**config.mk**
```make
export PLATFORM = sky130hd
export DESIGN_NAME = fifo_flow_router
export DESIGN_NICKNAME = d
export VERILOG_FILES = /design/src/rtl/fr_pkg.sv /design/src/rtl/fr_step_seq.sv /design/src/rtl/fr_switch.sv /design/src/rtl/fr_err_flags.sv /design/src/rtl/fifo_flow_router.sv
export SDC_FILE = /design/constraint.sdc
export NUM_CORES = 1
export LEC_CHECK = 0
export ABC_AREA = 0
export ABC_CLOCK_PERIOD_IN_PS = 4850
export CORE_ASPECT_RATIO = 1.25
export CORE_UTILIZATION = 39
export CTS_BUF_LIST = sky130_fd_sc_hd__clkbuf_8
export DETAILED_ROUTE_END_ITERATION = 8
export PLACE_DENSITY = 0.84
export SLEW_MARGIN = 20
export SYNTH_ARGS = -nofsm -noshare
export SYNTH_HDL_FRONTEND = slang
export SYNTH_SLANG_ARGS = --single-unit
```
**constraint.sdc**
```tcl
create_clock -name clk -period 4.85 [get_ports clk]
set_input_delay 1.455 -clock clk [delete_from_list [all_inputs] [get_ports clk]]
set_output_delay 1.455 -clock clk [all_outputs]
set_load 0.02 [all_outputs]
```
**src/rtl/fr_pkg.sv**
```systemverilog
package fr_pkg;
  typedef enum logic {DIR_TX = 1'b0, DIR_RX = 1'b1} dir_e;

  // flow mode bit positions
  localparam int MB_RXSRC = 0;  // receive: 0 = E1, 1 = PCM
  localparam int MB_E1SEL = 1;  // transmit: block FIFO->E1; receive: PCM->E1
  localparam int MB_PCMSRC = 2;  // transmit: 0 = FIFO, 1 = E1 receive slot
endpackage

```
**src/rtl/fr_step_seq.sv**
```systemverilog
module fr_step_seq #(
  parameter int NCH = 32,
  localparam int CH_W = $clog2(NCH),
  localparam int STEP_W = CH_W + 1
) (
  input  logic              clk,
  input  logic              rst_n,
  input  logic              frame_start,
  input  logic              seq_mode,
  input  logic [CH_W-1:0]   last_chan,
  input  logic [STEP_W:0]   seq_len,
  input  logic [CH_W-1:0]   seq_chan,
  input  logic              seq_dir,
  output logic [STEP_W-1:0] step_idx,
  output logic              busy,
  output logic [CH_W-1:0]   chan,
  output fr_pkg::dir_e      dir
);
  logic [STEP_W-1:0] step_q;
  logic              busy_q;
  logic [STEP_W:0]   last_idx;
  logic              at_last;
  logic              start_ok;

  always_comb begin
    if (seq_mode) last_idx = seq_len - 1'b1;
    else          last_idx = {1'b0, last_chan, 1'b1};
  end

  assign at_last  = ({1'b0, step_q} == last_idx);
  assign start_ok = seq_mode ? (seq_len != '0) : 1'b1;

  always_ff @(posedge clk) begin
    if (!rst_n) begin
      busy_q <= 1'b0;
      step_q <= '0;
    end else if (frame_start) begin
      busy_q <= start_ok;
      step_q <= '0;
    end else if (busy_q) begin
      if (at_last) busy_q <= 1'b0;
      else         step_q <= step_q + 1'b1;
    end
  end

  assign step_idx = step_q;
  assign busy     = busy_q;
  assign chan     = seq_mode ? seq_chan : step_q[STEP_W-1:1];
  assign dir      = fr_pkg::dir_e'(seq_mode ? seq_dir : step_q[0]);


  restart_chk: assert property (@(posedge clk) disable iff (!rst_n)
    (frame_start && start_ok) |=> (busy && step_idx == '0));


  advance_chk: assert property (@(posedge clk) disable iff (!rst_n)
    (busy && !frame_start && !at_last) |=> (busy && step_idx == $past(step_idx) + 1'b1));


  stop_chk: assert property (@(posedge clk) disable iff (!rst_n)
    (busy && !frame_start && at_last) |=> !busy);
endmodule

```
**src/rtl/fr_switch.sv**
```systemverilog
module fr_switch #(
  parameter int DW = 8
) (
  input  logic          active,
  input  fr_pkg::dir_e  dir,
  input  logic [2:0]    mode,
  input  logic          tx_valid,
  input  logic [DW-1:0] tx_data,
  output logic          tx_ready,
  output logic          rx_valid,
  output logic [DW-1:0] rx_data,
  input  logic          rx_ready,
  input  logic [DW-1:0] e1_in,
  input  logic [DW-1:0] pcm_in,
  output logic          e1_we,
  output logic [DW-1:0] e1_out,
  output logic          pcm_we,
  output logic [DW-1:0] pcm_out,
  output logic          skip
);
  import fr_pkg::*;

  logic is_tx, is_rx, need_fifo, have_byte;

  assign is_tx     = active && (dir == DIR_TX);
  assign is_rx     = active && (dir == DIR_RX);
  assign need_fifo = !mode[MB_E1SEL] || !mode[MB_PCMSRC];
  assign have_byte = tx_valid;

  always_comb begin
    tx_ready = 1'b0;
    rx_valid = 1'b0;
    rx_data  = '0;
    e1_we    = 1'b0;
    e1_out   = '0;
    pcm_we   = 1'b0;
    pcm_out  = '0;
    skip     = 1'b0;
    if (is_tx) begin
      tx_ready = need_fifo;
      skip     = need_fifo && !have_byte;
      if (!mode[MB_E1SEL] && have_byte) begin
        e1_we  = 1'b1;
        e1_out = tx_data;
      end
      if (mode[MB_PCMSRC]) begin
        pcm_we  = 1'b1;
        pcm_out = e1_in;
      end else if (have_byte) begin
        pcm_we  = 1'b1;
        pcm_out = tx_data;
      end
    end else if (is_rx) begin
      rx_valid = 1'b1;
      rx_data  = mode[MB_RXSRC] ? pcm_in : e1_in;
      skip     = !rx_ready;
      if (mode[MB_E1SEL]) begin
        e1_we  = 1'b1;
        e1_out = pcm_in;
      end
    end
  end
endmodule

```
**src/rtl/fr_err_flags.sv**
```systemverilog
module fr_err_flags #(
  parameter int NCH = 32,
  localparam int CH_W = $clog2(NCH)
) (
  input  logic            clk,
  input  logic            rst_n,
  input  logic            frame_start,
  input  logic            skip,
  input  logic [CH_W-1:0] chan,
  output logic [NCH-1:0]  flags
);
  for (genvar i = 0; i < NCH; i++) begin : g_flag
    logic flag_q;
    always_ff @(posedge clk) begin
      if (!rst_n)           flag_q <= 1'b0;
      else if (frame_start) flag_q <= 1'b0;
      else if (skip && chan == CH_W'(i)) flag_q <= 1'b1;
    end
    assign flags[i] = flag_q;
  end


  flag_clear_chk: assert property (@(posedge clk) disable iff (!rst_n)
    frame_start |=> (flags == '0));
endmodule

```
**src/rtl/fifo_flow_router.sv**
```systemverilog
module fifo_flow_router #(
  parameter int NCH = 32,
  parameter int DW = 8,
  parameter int SLOT_W = 5,
  localparam int CH_W = $clog2(NCH),
  localparam int STEP_W = CH_W + 1
) (
  input  logic              clk,
  input  logic              rst_n,
  input  logic              frame_start,
  input  logic              seq_mode,
  input  logic [CH_W-1:0]   last_chan,
  input  logic [STEP_W:0]   seq_len,
  output logic [STEP_W-1:0] seq_idx,
  input  logic [CH_W-1:0]   seq_chan,
  input  logic              seq_dir,
  output logic              step_valid,
  output logic [CH_W-1:0]   cur_chan,
  output logic              cur_dir,
  input  logic [2:0]        cfg_mode,
  input  logic [SLOT_W-1:0] cfg_e1_slot,
  input  logic [SLOT_W-1:0] cfg_pcm_slot,
  input  logic              fifo_tx_valid,
  input  logic [DW-1:0]     fifo_tx_data,
  output logic              fifo_tx_ready,
  output logic              fifo_rx_valid,
  output logic [DW-1:0]     fifo_rx_data,
  input  logic              fifo_rx_ready,
  output logic [SLOT_W-1:0] e1_rd_slot,
  input  logic [DW-1:0]     e1_rd_data,
  output logic              e1_wr_en,
  output logic [SLOT_W-1:0] e1_wr_slot,
  output logic [DW-1:0]     e1_wr_data,
  output logic [SLOT_W-1:0] pcm_rd_slot,
  input  logic [DW-1:0]     pcm_rd_data,
  output logic              pcm_wr_en,
  output logic [SLOT_W-1:0] pcm_wr_slot,
  output logic [DW-1:0]     pcm_wr_data,
  output logic [NCH-1:0]    err_flags
);
  fr_pkg::dir_e dir;
  logic         skip;

  fr_step_seq #(.NCH(NCH)) u_seq (
    .clk(clk), .rst_n(rst_n), .frame_start(frame_start),
    .seq_mode(seq_mode), .last_chan(last_chan), .seq_len(seq_len),
    .seq_chan(seq_chan), .seq_dir(seq_dir),
    .step_idx(seq_idx), .busy(step_valid), .chan(cur_chan), .dir(dir)
  );

  assign cur_dir = dir;

  fr_switch #(.DW(DW)) u_sw (
    .active(step_valid), .dir(dir), .mode(cfg_mode),
    .tx_valid(fifo_tx_valid), .tx_data(fifo_tx_data), .tx_ready(fifo_tx_ready),
    .rx_valid(fifo_rx_valid), .rx_data(fifo_rx_data), .rx_ready(fifo_rx_ready),
    .e1_in(e1_rd_data), .pcm_in(pcm_rd_data),
    .e1_we(e1_wr_en), .e1_out(e1_wr_data),
    .pcm_we(pcm_wr_en), .pcm_out(pcm_wr_data),
    .skip(skip)
  );

  // receive slot shares its number with the transmit slot
  assign e1_rd_slot  = cfg_e1_slot;
  assign e1_wr_slot  = cfg_e1_slot;
  assign pcm_rd_slot = cfg_pcm_slot;
  assign pcm_wr_slot = cfg_pcm_slot;

  fr_err_flags #(.NCH(NCH)) u_err (
    .clk(clk), .rst_n(rst_n), .frame_start(frame_start),
    .skip(skip), .chan(cur_chan), .flags(err_flags)
  );


  idle_quiet_chk: assert property (@(posedge clk) disable iff (!rst_n)
    !step_valid |-> !(fifo_tx_ready || fifo_rx_valid || e1_wr_en || pcm_wr_en));


  tx_pop_dir_chk: assert property (@(posedge clk) disable iff (!rst_n)
    fifo_tx_ready |-> (step_valid && !cur_dir));


  rx_no_pcm_chk: assert property (@(posedge clk) disable iff (!rst_n)
    (step_valid && cur_dir) |-> (!pcm_wr_en && !fifo_tx_ready));


  err_set_chk: assert property (@(posedge clk) disable iff (!rst_n)
    (fifo_tx_ready && !fifo_tx_valid && !frame_start) |=> err_flags[$past(cur_chan)]);


  rx_err_set_chk: assert property (@(posedge clk) disable iff (!rst_n)
    (fifo_rx_valid && !fifo_rx_ready && !frame_start) |=> err_flags[$past(cur_chan)]);
endmodule

```
==> results.tsv <==
stage	metric	value	unit
clock_tree	CTS Hold Bufs	0	
finish	Final nets	465	
finish	Fillers	559	
setup_path	R2R setup slack	2.64	ns
clock_tree	cts bufs inserted	5	
clock_tree	CTS root buf	clkbuf_8	
timing	skew final	0.007961	ns
setup_path	critical path peak fanout	9	
logic_synthesis	Post-Syn Nets	386	
timing	Max Fclk	0.2115	GHz
logic_synthesis	sequential element share of the synthesized area	30.88	%
clock_tree	clk slew on worst S/H paths	0.08	ns
placement	DP HPWL	5901	microns
die	# IOs	154	
power_and_ir_drop	PD cells	199.9	nW/um^2
setup_path	Critical Path Max Stage Delay	0.52	ns
setup_path	Crit path top cell by count	inv_1	
die	die footprint	6812	sq um
finish	most frequent cells in the layout	clkdlybuf4s50_1 (105), nor2_1 (59), dfxtp_1 (39)	
die	Core Area	6206	sq um
logic_synthesis	main area contributors after synthesis	dfxtp_1 (31%), buf_4 (15%), nor2_1 (8.8%)	
timing	final setup violation count	0	
timing	Tcrit/Tclk final	97.51	%
run_status	status	finished clean	
route	Iteration-0 DRC Markers	68	
power_and_ir_drop	Max VDD drop	246.0	uV
logic_synthesis	Mapped Avg Cell Area	7.829	sq um
clock_tree	CTS Sinks	39	
clock_tree	Post-CTS Setup Bufs	0	
die	DIE WIDTH	74.02	microns
die	overall die height	92.03	microns
setup_path	startpoint types	primary input	
logic_synthesis	FF+latch count, synth	39	
finish	Synth-to-Final Area Change	42.80	%
logic_synthesis	area leader, netlist	dfxtp_1	
die	# rows	32	
setup_path	Worst setup EP type	output port	
die	Initial Util	40.75	%
timing	RSZ-0062 raised after global routing	no	
global_route	total grt overflow	0	
finish	Non-Filler Instances	488	
finish	multi-input logic area	1272	sq um
logic_synthesis	Yosys cell types	42	
placement	input/output buffers	123	
finish	antenna cells	0	
logic_synthesis	Post-Syn Area	2529	sq um
global_route	All-Layer GR Usage	22.14	%
setup_path	crit-path cells	clkdlybuf4s50_1 -> mux2i_2 -> inv_1 -> nand2_1 -> inv_1 -> and2_2 -> or2_2 -> clkdlybuf4s15_1	
global_route	vias in the first global route	2486	
worst_hold_path	worst hold path class	reg2reg	
clock_tree	CTS tree	built	
finish	share of layout cells above drive strength 1	7.940	%
route	WL final	7590	microns
finish	final instance area	3611	sq um
timing	Slew HR	51.33	%
route	routed len/inst	15.55	microns
setup_path	Critical-path top delay cell	clkdlybuf4s50_1	
route	Post-DRT Antenna Nets	0	
global_route	first-pass GRT wire length	11760	microns
route	vias per cell	5.293	
global_route	largest net degree at the start of global routing	36	
clock_tree	clk_lat worst skew	0.30	ns
global_route	initial antenna violation count	0	
logic_synthesis	share of the synthesized area in the top cell type	30.88	%
logic_synthesis	Cells after Synth	323	
power_and_ir_drop	Leak Pwr	1.449	nW
route	DRC viols	0	
setup_path	Crit path required time	3.39	ns
clock_tree	# H-tree levels	2	
setup_path	Worst Path Arrival	3.27	ns
setup_path	critical path type	in2out	
logic_synthesis	Warnings, synthesis	0	
timing	Tmin final	4.729	ns
placement	placed cell count	480	
finish	Reg area	780.7	sq um
route	Vias	2583	
clock_tree	clock buffer depth	2	
placement	placed inst area	3531	sq um
route	TritonRoute pass-1 iters	4	
job	max cap viols	0	
placement	GPL Wtd Cong	0.8488	
timing	final count of hold timing violations	0	
finish	commonest non-fill, non-tap cell in the layout	clkdlybuf4s50_1	
timing	worst-margin pin slew	0.7273	ns
timing	Max Slew Vio Count	0	
per-stage QoR:
stage                     hold WS [ns]  utilization (%)  TNS, ns  power [mW]  setup slack [ns]
after detailed placement        0.4581            56.90   -1.976      0.5065           -0.1754
after CTS                       0.4778            58.08        0      0.7227           0.04548
after floorplan                 0.4380                -        0      0.4348           0.02789
after global routing            0.5020            58.19        0      0.7522         0.0005504
after global placement          0.4487            56.90  -0.9945      0.5035           -0.1217
final                           0.4748            58.19        0      0.7220            0.1210
critical path, delay by kind of cell:
kind	cells	cell delay [ns]
and+or+nand+nor	3	0.64
muxes	1	0.24
buffers and inverters	4	0.93
cells in the mapped netlist (all sizes together):
library cell  count
o211ai            1
nand3             5
inv              10
a2111o            2
buf              56
o31ai             3
xor2              2
a211oi            1
mux2i            18
nand2b            5
nor2b             3
a2111oi           1
nor4b             1
dfxtp            39
nand4             3
a32oi             1
xnor2             5
a22o             16
a31oi             1
o311a             1
a21oi            38
nor2             59
ha                2
or2               1
o2111a            1
and3              2
clkbuf           10
and2              1
nor3              2
o221a             1
a21o              1
nand2            17
o21ai             5
nor3b             1
or4               2
nand3b            2
o32a              1
or3               1
a311o             1
or3b              1
layer usage:
| layer | track usage, % | vias to the layer above | wire length, microns |
|---|---|---|---|
| li1 | - | 1223 | - |
| met1 | 21.44 | 1208 | 2628 |
| met2 | 41.82 | 140 | 3912 |
| met3 | 8.901 | 12 | 953 |
| met4 | 5.609 | 0 | 95 |
| met5 | 0 | - | 0 |
area by class of cell:
type / count / share of cell area, %
multi-input cells: 208 / 35.24
repair buffers: 138 / 36.56
inverters: 10 / 1.040
flip-flops and latches: 39 / 21.62
clock buffers: 5 / 1.906
clock inverters: 3 / 0.6930
well taps: 85 / 2.945
final timing paths:
check / end / cells past startpoint / start
worst min-delay path: u_err.g_flag[5].flag_q / 2 / u_err.g_flag[5].flag_q
worst max-delay path: e1_wr_en / 8 / seq_mode
worst max register to register: u_seq.busy / 6 / u_seq.step_idx[4]
worst min register to register: u_err.g_flag[5].flag_q / 2 / u_err.g_flag[5].flag_q
flip-flops by register name, summed over array words and instances (netlist names):
name / flops
u_seq.step_idx: 6
u_err.g_flag.flag_q: 32
u_seq.busy: 1
what timing repair did:
action | in CTS | in global routing
endpoints found under the setup margin | 16 | 9
cloned | 0 | 0
gates resized for setup | 16 | 3
kinds of logic after synthesis:
logic type               Yosys count  synth area share (%)
AO/OA/AOI/OAI                     75                 20.68
XOR/XNOR                           7                 2.425
adder cells (fa/ha/maj)            2                0.9895
buffers and inverters             76                 19.00
flip-flops                        39                 30.88
multiplexers                      18                 7.125
AND/OR/NAND/NOR                  106                 18.90
report_power, final:
part | leakage (nW) | switching (mW) | internal (mW) | total, mW
combinational | 1.09 | 0.0840 | 0.0881 | 0.172
sequential | 0.314 | 0.00351 | 0.321 | 0.325
clock | 0.0443 | 0.122 | 0.103 | 0.225
No activity file was read; power rests on OpenSTA's default activity.
